`config.mk`:
```
export PLATFORM = sky130hd
export DESIGN_NAME = card_irq_gate
export DESIGN_NICKNAME = d
export VERILOG_FILES = /design/src/rtl/card_irq_pkg.sv /design/src/rtl/irq_candidate.sv /design/src/rtl/spi_permit.sv /design/src/rtl/sd_permit.sv /design/src/rtl/card_irq_gate.sv
export SDC_FILE = /design/constraint.sdc
export NUM_CORES = 1
export LEC_CHECK = 0
export BUFFER_PORTS_ARGS = -buffer_cell sky130_fd_sc_hd__buf_2
export CAP_MARGIN = 10
export CORE_AREA = 2 2 39 41
export CTS_CLUSTER_SIZE = 25
export DETAILED_ROUTE_END_ITERATION = 6
export DIE_AREA = 0 0 41 43
export HOLD_SLACK_MARGIN = 0.1
export PLACE_DENSITY = 0.39
export SETUP_SLACK_MARGIN = 0.2
export SYNTH_ARGS = -nofsm -noshare
export SYNTH_HDL_FRONTEND = slang
export SYNTH_HIERARCHICAL = 1
export SYNTH_SLANG_ARGS = --single-unit
```
`constraint.sdc`:
```
create_clock -name clk -period 0.8 [get_ports clk]
set_clock_uncertainty 0.15 [all_clocks]
set_input_delay 0 -clock clk [delete_from_list [all_inputs] [get_ports clk]]
set_output_delay 0 -clock clk [all_outputs]
set_load 0.05 [all_outputs]
```
`src/rtl/card_irq_pkg.sv`:
```
package card_irq_pkg;
   typedef enum logic [1:0] {
      BUS_SPI  = 2'b00,
      BUS_SD1  = 2'b01,
      BUS_SD4  = 2'b10,
      BUS_RSVD = 2'b11
   } bus_mode_e;

   localparam int unsigned MAX_FUNCS = 8;
endpackage

```
`src/rtl/irq_candidate.sv`:
```
module irq_candidate #(
   parameter int unsigned NFUNC = 7
) (
   input  logic [NFUNC-1:0] pend,
   input  logic [NFUNC-1:0] en,
   input  logic             master_en,
   output logic             any_ready
);
   logic [NFUNC-1:0] armed;

   genvar gi;
   generate
      for (gi = 0; gi < NFUNC; gi++) begin : g_fn
         assign armed[gi] = pend[gi] & en[gi];
      end
      if (NFUNC == 1) begin : g_single
         assign any_ready = master_en & armed[0];
      end else begin : g_multi
         assign any_ready = master_en & (|armed);
      end
   endgenerate
endmodule

```
`src/rtl/spi_permit.sv`:
```
module spi_permit (
   input  logic cs_active,
   input  logic cont_cap,
   input  logic cont_en,
   output logic permit
);
   logic continuous;
   // the enable is only writable when the capability exists
   assign continuous = cont_cap & cont_en;
   assign permit     = cs_active | continuous;
endmodule

```
`src/rtl/sd_permit.sv`:
```
module sd_permit #(
   parameter bit GAP_BUILT = 1'b1
) (
   input  logic wide_bus,
   input  logic xfer_active,
   input  logic blk_gap,
   input  logic xfer_done,
   input  logic gap_cap,
   output logic permit
);
   logic running;
   logic gap_ok;

   assign running = xfer_active & ~xfer_done;

   generate
      if (GAP_BUILT) begin : g_gap
         assign gap_ok = gap_cap & blk_gap;
      end else begin : g_nogap
         logic unused_gap;
         assign unused_gap = gap_cap ^ blk_gap;
         assign gap_ok     = 1'b0;
      end
   endgenerate

   // a narrow bus has its own interrupt period, so a transfer does not hold it
   assign permit = ~wide_bus | ~running | gap_ok;
endmodule

```
`src/rtl/card_irq_gate.sv`:
```
module card_irq_gate
   import card_irq_pkg::*;
#(
   parameter int unsigned NFUNC     = 7,
   parameter bit          GAP_BUILT = 1'b1
) (
   input  logic             clk,
   input  logic             rst_n,
   input  logic [NFUNC-1:0] irq_pend,
   input  logic [NFUNC-1:0] irq_en,
   input  logic             master_en,
   input  logic [1:0]       mode,
   input  logic             cs_active,
   input  logic             cont_cap,
   input  logic             cont_en,
   input  logic             gap_cap,
   input  logic             xfer_active,
   input  logic             blk_gap,
   input  logic             xfer_done,
   output logic             irq_out
);
   generate
      if (NFUNC < 1 || NFUNC > MAX_FUNCS) begin : g_bad_nfunc
         $error("card_irq_gate: NFUNC out of range");
      end
   endgenerate

   bus_mode_e bmode;
   logic      any_ready;
   logic      spi_ok;
   logic      sd_ok;
   logic      permit;

   assign bmode = bus_mode_e'(mode);

   irq_candidate #(.NFUNC(NFUNC)) u_cand (
      .pend      (irq_pend),
      .en        (irq_en),
      .master_en (master_en),
      .any_ready (any_ready)
   );

   spi_permit u_spi (
      .cs_active (cs_active),
      .cont_cap  (cont_cap),
      .cont_en   (cont_en),
      .permit    (spi_ok)
   );

   sd_permit #(.GAP_BUILT(GAP_BUILT)) u_sd (
      .wide_bus    (bmode == BUS_SD4),
      .xfer_active (xfer_active),
      .blk_gap     (blk_gap),
      .xfer_done   (xfer_done),
      .gap_cap     (gap_cap),
      .permit      (sd_ok)
   );

   always_comb begin
      unique case (bmode)
         BUS_SPI:  permit = spi_ok;
         BUS_SD1,
         BUS_SD4:  permit = sd_ok;
         default:  permit = 1'b0;
      endcase
   end

   always_ff @(posedge clk or negedge rst_n) begin
      if (!rst_n) irq_out <= 1'b0;
      else        irq_out <= any_ready & permit;
   end


   no_cand_chk: assert property (@(posedge clk) disable iff (!rst_n)
      !$past(any_ready) |-> !irq_out);


   spi_cs_chk: assert property (@(posedge clk) disable iff (!rst_n)
      ($past(mode) == 2'b00 && !($past(cont_cap) && $past(cont_en)) && irq_out)
      |-> $past(cs_active));


   spi_cont_chk: assert property (@(posedge clk) disable iff (!rst_n)
      ($past(mode) == 2'b00 && $past(cont_cap) && $past(cont_en) && $past(any_ready))
      |-> irq_out);


   hold_xfer_chk: assert property (@(posedge clk) disable iff (!rst_n)
      ($past(mode) == 2'b10 && $past(xfer_active) && !$past(xfer_done) && !$past(gap_cap))
      |-> !irq_out);


   rsvd_mode_chk: assert property (@(posedge clk) disable iff (!rst_n)
      ($past(mode) == 2'b11) |-> !irq_out);
endmodule

```
==> results of run 1 <==
-- metrics by stage --
| stage | hold slack, ns | area (µm²) |
|---|---|---|
| 6_report | 0.178 | 333 |
| 5_1_grt | 0.188 | 333 |
| 4_1_cts | 0.175 | 333 |
| 3_5_place_dp | -0.375 | 310 |
| 3_3_place_gp | -0.374 | 310 |
| 2_1_floorplan | -0.446 | 145 |
-- repair_timing --
action / in CTS / in global routing
hold endpoints to repair: 1 / 0
pin swaps: 2 / 0
endpoints found under the setup margin: 2 / 2
hold buffers: 1 / 0
resized for setup: 3 / 0
-- cells in the final DEF, fill, tap and decap left out --
master | synthesis | layout
a31oi_1 | 1 | 1
nand4b_1 | 1 | 1
a21o_1 | 1 | 1
a22oi_1 | 3 | 3
dlygate4sd3_1 | 0 | 1
nor3b_2 | 1 | 1
a222oi_1 | 1 | 1
buf_4 | 0 | 2
ha_1 | 3 | 3
inv_1 | 3 | 3
nand2_1 | 1 | 1
buf_6 | 0 | 2
buf_2 | 0 | 24
dfrtp_1 | 1 | 1
-- metal layers --
metal  wire length, µm  vias to the layer above  global-route usage (%)
li1                  -                      120                       -
met4                 0                        0                       0
met2               174                       27                    7.81
met1               171                       91                    3.81
met3               131                        0                   0.524
met5                 0                        -                       0
-- worst max-delay path: stages --
cell	delay, ns
buf_6	0.09
a222oi_1	0.32
a31oi_1	0.13
nor3b_2	0.17
-- area by class of cell --
cell class / count / area, µm² / area share [%]
inverters: 3 / 11.3 / 3.38
multi-input cells: 12 / 109 / 32.7
flip-flops and latches: 1 / 25.0 / 7.52
well taps: 16 / 20.0 / 6.02
repair buffers: 29 / 168 / 50.4
-- how the worst max path moves through the flow --
stage,cells past startpoint,startpoint,slack [ns],to
2_1_floorplan,3,irq_pend[2],-0.02,irq_out
6_report,4,irq_en[2],-0.19,irq_out
3_3_place_gp,4,irq_pend[2],-0.21,irq_out
3_5_place_dp,4,irq_pend[2],-0.21,irq_out
4_1_cts,4,irq_en[2],-0.21,irq_out
5_1_grt,4,irq_en[2],-0.29,irq_out
-- power by group --
group	internal, µW	switching, µW
registers	55.7	1.64
clock network	0	0
logic	84.5	53.6
-- logic make-up after synthesis --
logic type	after synthesis	share of synthesized area [%]
adders and majority gates	3	25.9
AOI/OAI and AO/OA	6	31.9
and+or+nand+nor	3	17.2
DFF	1	17.2
buffers and inverters	3	7.76
==> impl_metrics.toml, run 1 <==
[logic_synthesis]
synth_top_cell_by_area = "ha_1"
synth_cells = 16
syn_area_um2 = 145
async_flop_share_pct = 100
yosysUniqueCellTypes = 10
synth_fp_nets = 45
yosys_warnings = 6
yosysTopAreaCellShare_pct = 25.9
ys_top_cells_by_area = "ha_1 (26%), dfrtp_1 (17%), a22oi_1 (16%), nor3b_2 (8.6%), inv_1 (7.8%)"
synth_edf_count = 0
syn_avg_cell_area_um2 = 9.07
yosys_register_bits = 1
synth_flop_cell = "dfrtp_1"
netlist_top_cells_count = "a22oi_1 (3), ha_1 (3), inv_1 (3)"
seq_area_frac_synth_pct = 17.2

[worst_setup_path]
arrival_ns = 0.71
cp_max_fo = 1
end_kind = "flip-flop"
crit_type = "input pin to flip-flop"
required_ns = 0.52
setup.worst_path.start_class = "input pin"

[die]
ios = 27
die_y_um = 43
die-area_um2 = 1760
core_um2 = 1380
fp-row-count = 14
die_width_um = 41
start_util_pct = 10.5

[timing]
setup_viol = 1
worst_slack_ns = -0.188
worst_pin_slew_ns = 0.279
rsz0062_at_grt = "yes"
final_max_slew_viol_count = 0
hold_viol_final = 0
fmax_mhz = 1010
period_needed_ns = 0.988
slew-limit-headroom_pct = 81.4
post-route-period-util_pct = 123
setup_tns_ns = -0.188

[final_layout]
drive_gt1_share_pct = 64.4
largest_reg_flops = 1
nFillCells = 151
fin_nets = 76
stdcell_count = 61
regMostFlops = "irq_out"
diodes = 0
utilization_pct = 24.1
area_delta_synth_final_pct = 129
reg.largest.list = "irq_out x1"

[route]
drtAntennaViolNets = 0
drc_errors = 0
vias = 238
wl_per_cell_um = 7.82
drtIter0Drc = 5
finalWirelength_um = 477
drt_first_pass_iters = 4
vias_per_cell = 3.90

[job]
maxCapViolCount = 0

[placement]
dp_slack_ns = -0.215
dp_cells = 60
gp_congestion = 0.610
io_buffers = 26
hpwlAfterDp_um = 420

[power]
total_power_uw = 195
ir_drop_v = 0.000128
p_leak_uw = 0.000199
p_per_area_nw_per_um2 = 587

[grt]
grt_remaining_overflow = 0
grt_pass1_vias = 153
antenna_found_initial = 0
grt_max_degree = 4
grt_pass1_wl_um = 496
grt_use_total_pct = 3.80

[hold_path]
hold_path_class = "input pin to asynchronous set/reset pin"

[status]
status = "complete, but fails checks"
violations = "negative setup slack"

[clock_network]
post-cts-setup-buffer-count = 0
path_clk_slew_ns = 0
(Power assumes the default switching activity.)
==> run 2: changes to the inputs <==
==> constraint.sdc (replaced) <==
create_clock -name clk -period 0.8 [get_ports clk]
set_clock_uncertainty 0.15 [all_clocks]
set_input_delay 0.12 -clock clk [delete_from_list [all_inputs] [get_ports clk]]
set_output_delay 0.12 -clock clk [all_outputs]
set_load 0.05 [all_outputs]
==> run 2 against run 1 <==
The run ends with negative hold slack, negative setup slack left. Combinational power decreased by 3%. Sequential share of layout area rose by 0.23 points. Global-route usage down 0.20 points. Wire length fell by 1.9%. Total power is 2.1% lower. Via count fell by 3.8%. Die area did not move. Sequential power about the same. Cell area fell by 3.0%. Core utilization is 0.72 points lower. Setup slack worse by 0.14 ns. Final cell count decreased by 1.6%. Critical endpoint unchanged. Largest cell class unchanged. Largest power group unchanged.
==> impl_metrics.toml, run 2 (synthesized netlist as in run 1, its figures left out) <==
[status]
status = "complete, but fails checks"
violations = "negative hold slack, negative setup slack"

[timing]
slew-limit-headroom_pct = 79.8
rsz0062_at_grt = "yes"
final_max_slew_viol_count = 0
period_needed_ns = 1.13
fmax_mhz = 888
worst_slack_ns = -0.326
setup_tns_ns = -0.326
post-route-period-util_pct = 141
setup_viol = 1
whs_ns = -0.255
hold_viol_final = 1
worst_pin_slew_ns = 0.303

[placement]
hpwlAfterDp_um = 410
io_buffers = 26
gp_congestion = 0.610
placed_area_um2 = 310

[die]
die_width_um = 41
fp-row-count = 14
core_um2 = 1380
die_y_um = 43
die-area_um2 = 1760
start_util_pct = 10.5
ios = 27

[worst_setup_path]
setup.worst_path.start_class = "input pin"
slowest_delay_ns = 0.34
slowest_stage = "a222oi_1"
arrival_ns = 0.85
crit_path_start = "irq_en[2]"
crit_chain = "buf_6, a222oi_1, a31oi_1, nor3b_2"
end_kind = "flip-flop"
cp_max_fo = 1
required_ns = 0.52
crit_type = "input pin to flip-flop"

[route]
vias_per_cell = 3.82
drtAntennaViolNets = 0
wl_per_cell_um = 7.80
drtIter0Drc = 6
drt_first_pass_iters = 5
vias = 229
finalWirelength_um = 468
drc_errors = 0

[final_layout]
final_cell_mix = "buf_2 (24), inv_1 (3), a22oi_1 (3), ha_1 (3)"
reg.largest.list = "irq_out x1"
area_delta_synth_final_pct = 122
diodes = 0
fin_nets = 75
drive_gt1_share_pct = 65.9
utilization_pct = 23.3
largest_reg_flops = 1
finish.instance_area_um2 = 323
final_common_cell = "buf_2"
regMostFlops = "irq_out"

[grt]
busiest_layer = "met2"
use_met2_pct = 7.19
grt_remaining_overflow = 0
grt_max_degree = 4
grt_use_total_pct = 3.60
grt_pass1_vias = 148
globalRouteMet1Util_pct = 3.81
grt_pass1_wl_um = 469
antenna_found_initial = 0
grtUsageMet3_pct = 0.524

[power]
ir_drop_v = 0.000115
p_leak_uw = 0.000194
p_per_area_nw_per_um2 = 593

[job]
maxCapViolCount = 0

[clock_network]
path_clk_slew_ns = 0
post-cts-setup-buffer-count = 0

[hold_path]
hold_path_class = "input pin to asynchronous set/reset pin"
==> run 2: cell types whose count changed in the layout (fill, tap and decap cells not counted), sizes merged <==
cell,delta
dlygate4sd3,-1
==> run 2: path summary, 6_finish.rpt <==
| kind | end | depth (start not counted) |
|---|---|---|
| worst max-delay path | irq_out | 4 |
| worst min-delay path | irq_out | 1 |
| max in group asynchronous | irq_out | 1 |
| min in group clk | irq_out | 4 |
==> run 2: repair_timing <==
item,in CTS,in global routing
endpoints found under the setup margin,2,2
cloned,0,0
endpoints found under the hold margin,1,1
resized for setup,3,0
pin swaps,2,0
==> run 2: layout make-up <==
class	instances	area, µm²
Tap cell	16	20.0
Inverter	3	11.3
Multi-Input combinational cell	12	109
Timing Repair Buffer	28	158
Sequential cell	1	25.0
Fill cell	149	1060
==> run 2: routing by layer <==
layer	wire (µm)	vias to the layer above	part of all wire, %
met5	0	-	0
met4	0	0	0
met3	146	0	31
met2	162	27	35
met1	158	84	34
li1	-	118	-
==> run 2: through the flow <==
stage               worst slack [ns]  std cells  hold slack, ns  total power, µW
global route                  -0.426         60          -0.250              208
finish                        -0.326         60          -0.255              191
detailed placement            -0.336         60          -0.254              183
global placement              -0.333         60          -0.254              184
CTS                           -0.332         60          -0.254              193
floorplan                     -0.137         16          -0.326              106
==> run 2: critical path, delay by kind of cell <==
family | cells | cell delay [ns]
and+or+nand+nor | 1 | 0.16
AOI/OAI and AO/OA | 2 | 0.48
buffers and inverters | 1 | 0.09
==> run 2: where the power goes <==
group | switching [µW] | internal [µW]
Sequential | 1.70 | 55.7
Combinational | 52.7 | 81.3
Clock | 0 | 0
==> run 3: changes to the inputs <==
ABC_AREA = 1   (was default)
PLACE_DENSITY = 0.42   (was 0.39)
==> run 3 against run 2 <==
The flow still finishes with violations (negative hold slack, negative setup slack). Flip-flop and latch count did not move. Core utilization rose by 9.3 points. Final cell count rose by 27%. Wire length rose by 2.6%. Total power rose by 32%. First-iteration DRC count fell by 100%. Die area did not move. Critical endpoint unchanged. Sequential power rose by 1%. Combinational power rose by 45%. Area after synthesis rose by 32%.
==> impl_metrics.toml, run 3 <==
[final_layout]
area_delta_synth_final_pct = 136
stdcell_count = 76
drive_gt1_share_pct = 70.0
largest_reg_flops = 1
reg.largest.list = "irq_out x1"
fin_nets = 91
regArea_um2 = 26.3
multi_input_area_um2 = 186
final_common_cell = "buf_2"
final_cell_mix = "buf_2 (20), nand2_1 (10), nand2_2 (7)"
nFillCells = 166
regMostFlops = "irq_out"
utilization_pct = 32.6
diodes = 0

[worst_setup_path]
crit_path_start = "mode[0]"
end_kind = "flip-flop"
cp.depth = 8
slowest_delay_ns = 0.11
crit_type = "input pin to flip-flop"
slowest_stage = "buf_12"
path_buf_inv = 3
cp_top_family = "buffers and inverters"
setup.worst_path.start_class = "input pin"
required_ns = 0.53
crit_chain = "buf_12, inv_12, ha_4, nand2_1, inv_1, nand3_2, nand2_2, a21oi_2"
arrival_ns = 0.63
crit_path_end = "irq_out"
cp_max_fo = 2

[route]
vias_per_cell = 3.57
drtIter0Drc = 0
wl_met2_um = 273
vias = 271
drtAntennaViolNets = 0
dr_wl_met3_um = 45
wl_met1_um = 161
finalWirelength_um = 480
wl_per_cell_um = 6.32
drt_first_pass_iters = 1
drc_errors = 0
maxUsedRoutingLayer = "met3"

[timing]
slew-limit-headroom_pct = 92.4
setup_viol = 1
post-route-period-util_pct = 112
final_max_slew_viol_count = 0
worst_slack_ns = -0.0950
period_needed_ns = 0.895
hold_viol_final = 1
fmax_mhz = 1120
worst_pin_slew_ns = 0.114
whs_ns = -0.255
rsz0062_at_grt = "yes"

[logic_synthesis]
yosysTopAreaCellShare_pct = 33.3
yosys_warnings = 6
synth_fp_nets = 63
synth_flop_cell = "dfrtp_1"
yosys_register_bits = 1
syn_avg_cell_area_um2 = 5.63
syn_area_um2 = 191
synth_edf_count = 0
async_flop_share_pct = 100
seq_area_frac_synth_pct = 13.1
synth_cells = 34
ys_top_cells_by_area = "nand2_1 (33%), ha_1 (20%), inv_1 (16%), dfrtp_1 (13%), a21oi_2 (9.2%)"
netlist_top_cells_count = "nand2_1 (17), inv_1 (8), ha_1 (3)"
yosysUniqueCellTypes = 7
synth_top_cell_by_area = "nand2_1"
yosysMostFrequentCell = "nand2_1"

[grt]
grt_max_degree = 4
grt_pass1_wl_um = 662
grt_pass1_vias = 197
grt_use_total_pct = 4.90
grt_remaining_overflow = 0
antenna_found_initial = 0

[power]
p_clk_share_pct = 0
pwr-share-seq_pct = 23.0
p_int_uw = 165
p_leak_uw = 0.000257
ir_drop_v = 0.000136
p_sw_uw = 87.9
combPwrFrac_pct = 77.0
p_per_area_nw_per_um2 = 559
p_sw_share_pct = 34.8

[die]
start_util_pct = 13.8
core_um2 = 1380
die-area_um2 = 1760
die_y_um = 43
ios = 27
fp-row-count = 14
die_width_um = 41

[clock_network]
path_clk_slew_ns = 0
post-cts-setup-buffer-count = 0

[placement]
gp_congestion = 0.549
io_buffers = 26
dp_cells = 76
hpwlAfterDp_um = 427
dp_slack_ns = -0.227

[status]
violations = "negative hold slack, negative setup slack"
status = "complete, but fails checks"

[hold_path]
hold_path_class = "input pin to asynchronous set/reset pin"

[job]
maxCapViolCount = 0
run 3: worst min-delay path by stage:
stage | depth (start not counted) | startpoint | endpoint
after floorplan | 0 | rst_n | irq_out
after global placement | 1 | rst_n | irq_out
after detailed placement | 1 | rst_n | irq_out
after CTS | 1 | rst_n | irq_out
after global routing | 1 | rst_n | irq_out
final | 1 | rst_n | irq_out
run 3: layout make-up:
class | instances | area share, %
multi-input combinational | 25 | 41.3
timing repair buffer | 26 | 39.1
inverter | 8 | 9.42
sequential | 1 | 5.82
tap | 16 | 4.43
run 3: cell families after synthesis:
kind of cell | count (synthesis) | share of synthesized area, %
compound gates | 2 | 9.15
buf+inv | 8 | 15.7
fa+ha+maj | 3 | 19.6
flops | 1 | 13.1
simple gates | 20 | 42.5
run 3: timing repair:
action / in CTS / in global routing
gates cloned: 0 / 0
resized for setup: 8 / 12
endpoints found under the setup margin: 2 / 2
pin swaps: 2 / 9
endpoints found under the hold margin: 1 / 1
run 3: power by group through the flow:
stage          combinational (µW)  clock, µW  sequential (µW)
5_1_grt                       218          0             58.5
3_5_place_dp                  151          0             57.0
2_1_floorplan                58.9          0             72.7
4_1_cts                       169          0             58.1
3_3_place_gp                  152          0             56.9
6_report                      194          0             58.0
run 3: through the flow:
stage | total power [µW] | setup TNS [ns] | instance area (µm²)
4_1_cts | 227 | -0.119 | 408
3_3_place_gp | 209 | -0.246 | 380
2_1_floorplan | 132 | 0 | 230
5_1_grt | 276 | -0.148 | 452
6_report | 252 | -0.0950 | 452
3_5_place_dp | 208 | -0.261 | 380
run 3: per-layer routing:
layer | global-route usage [%] | vias to the layer above
li1 | - | 150
met1 | 6.03 | 110
met2 | 9.38 | 11
met3 | 0 | 0
met4 | 0 | 0
met5 | 0 | -
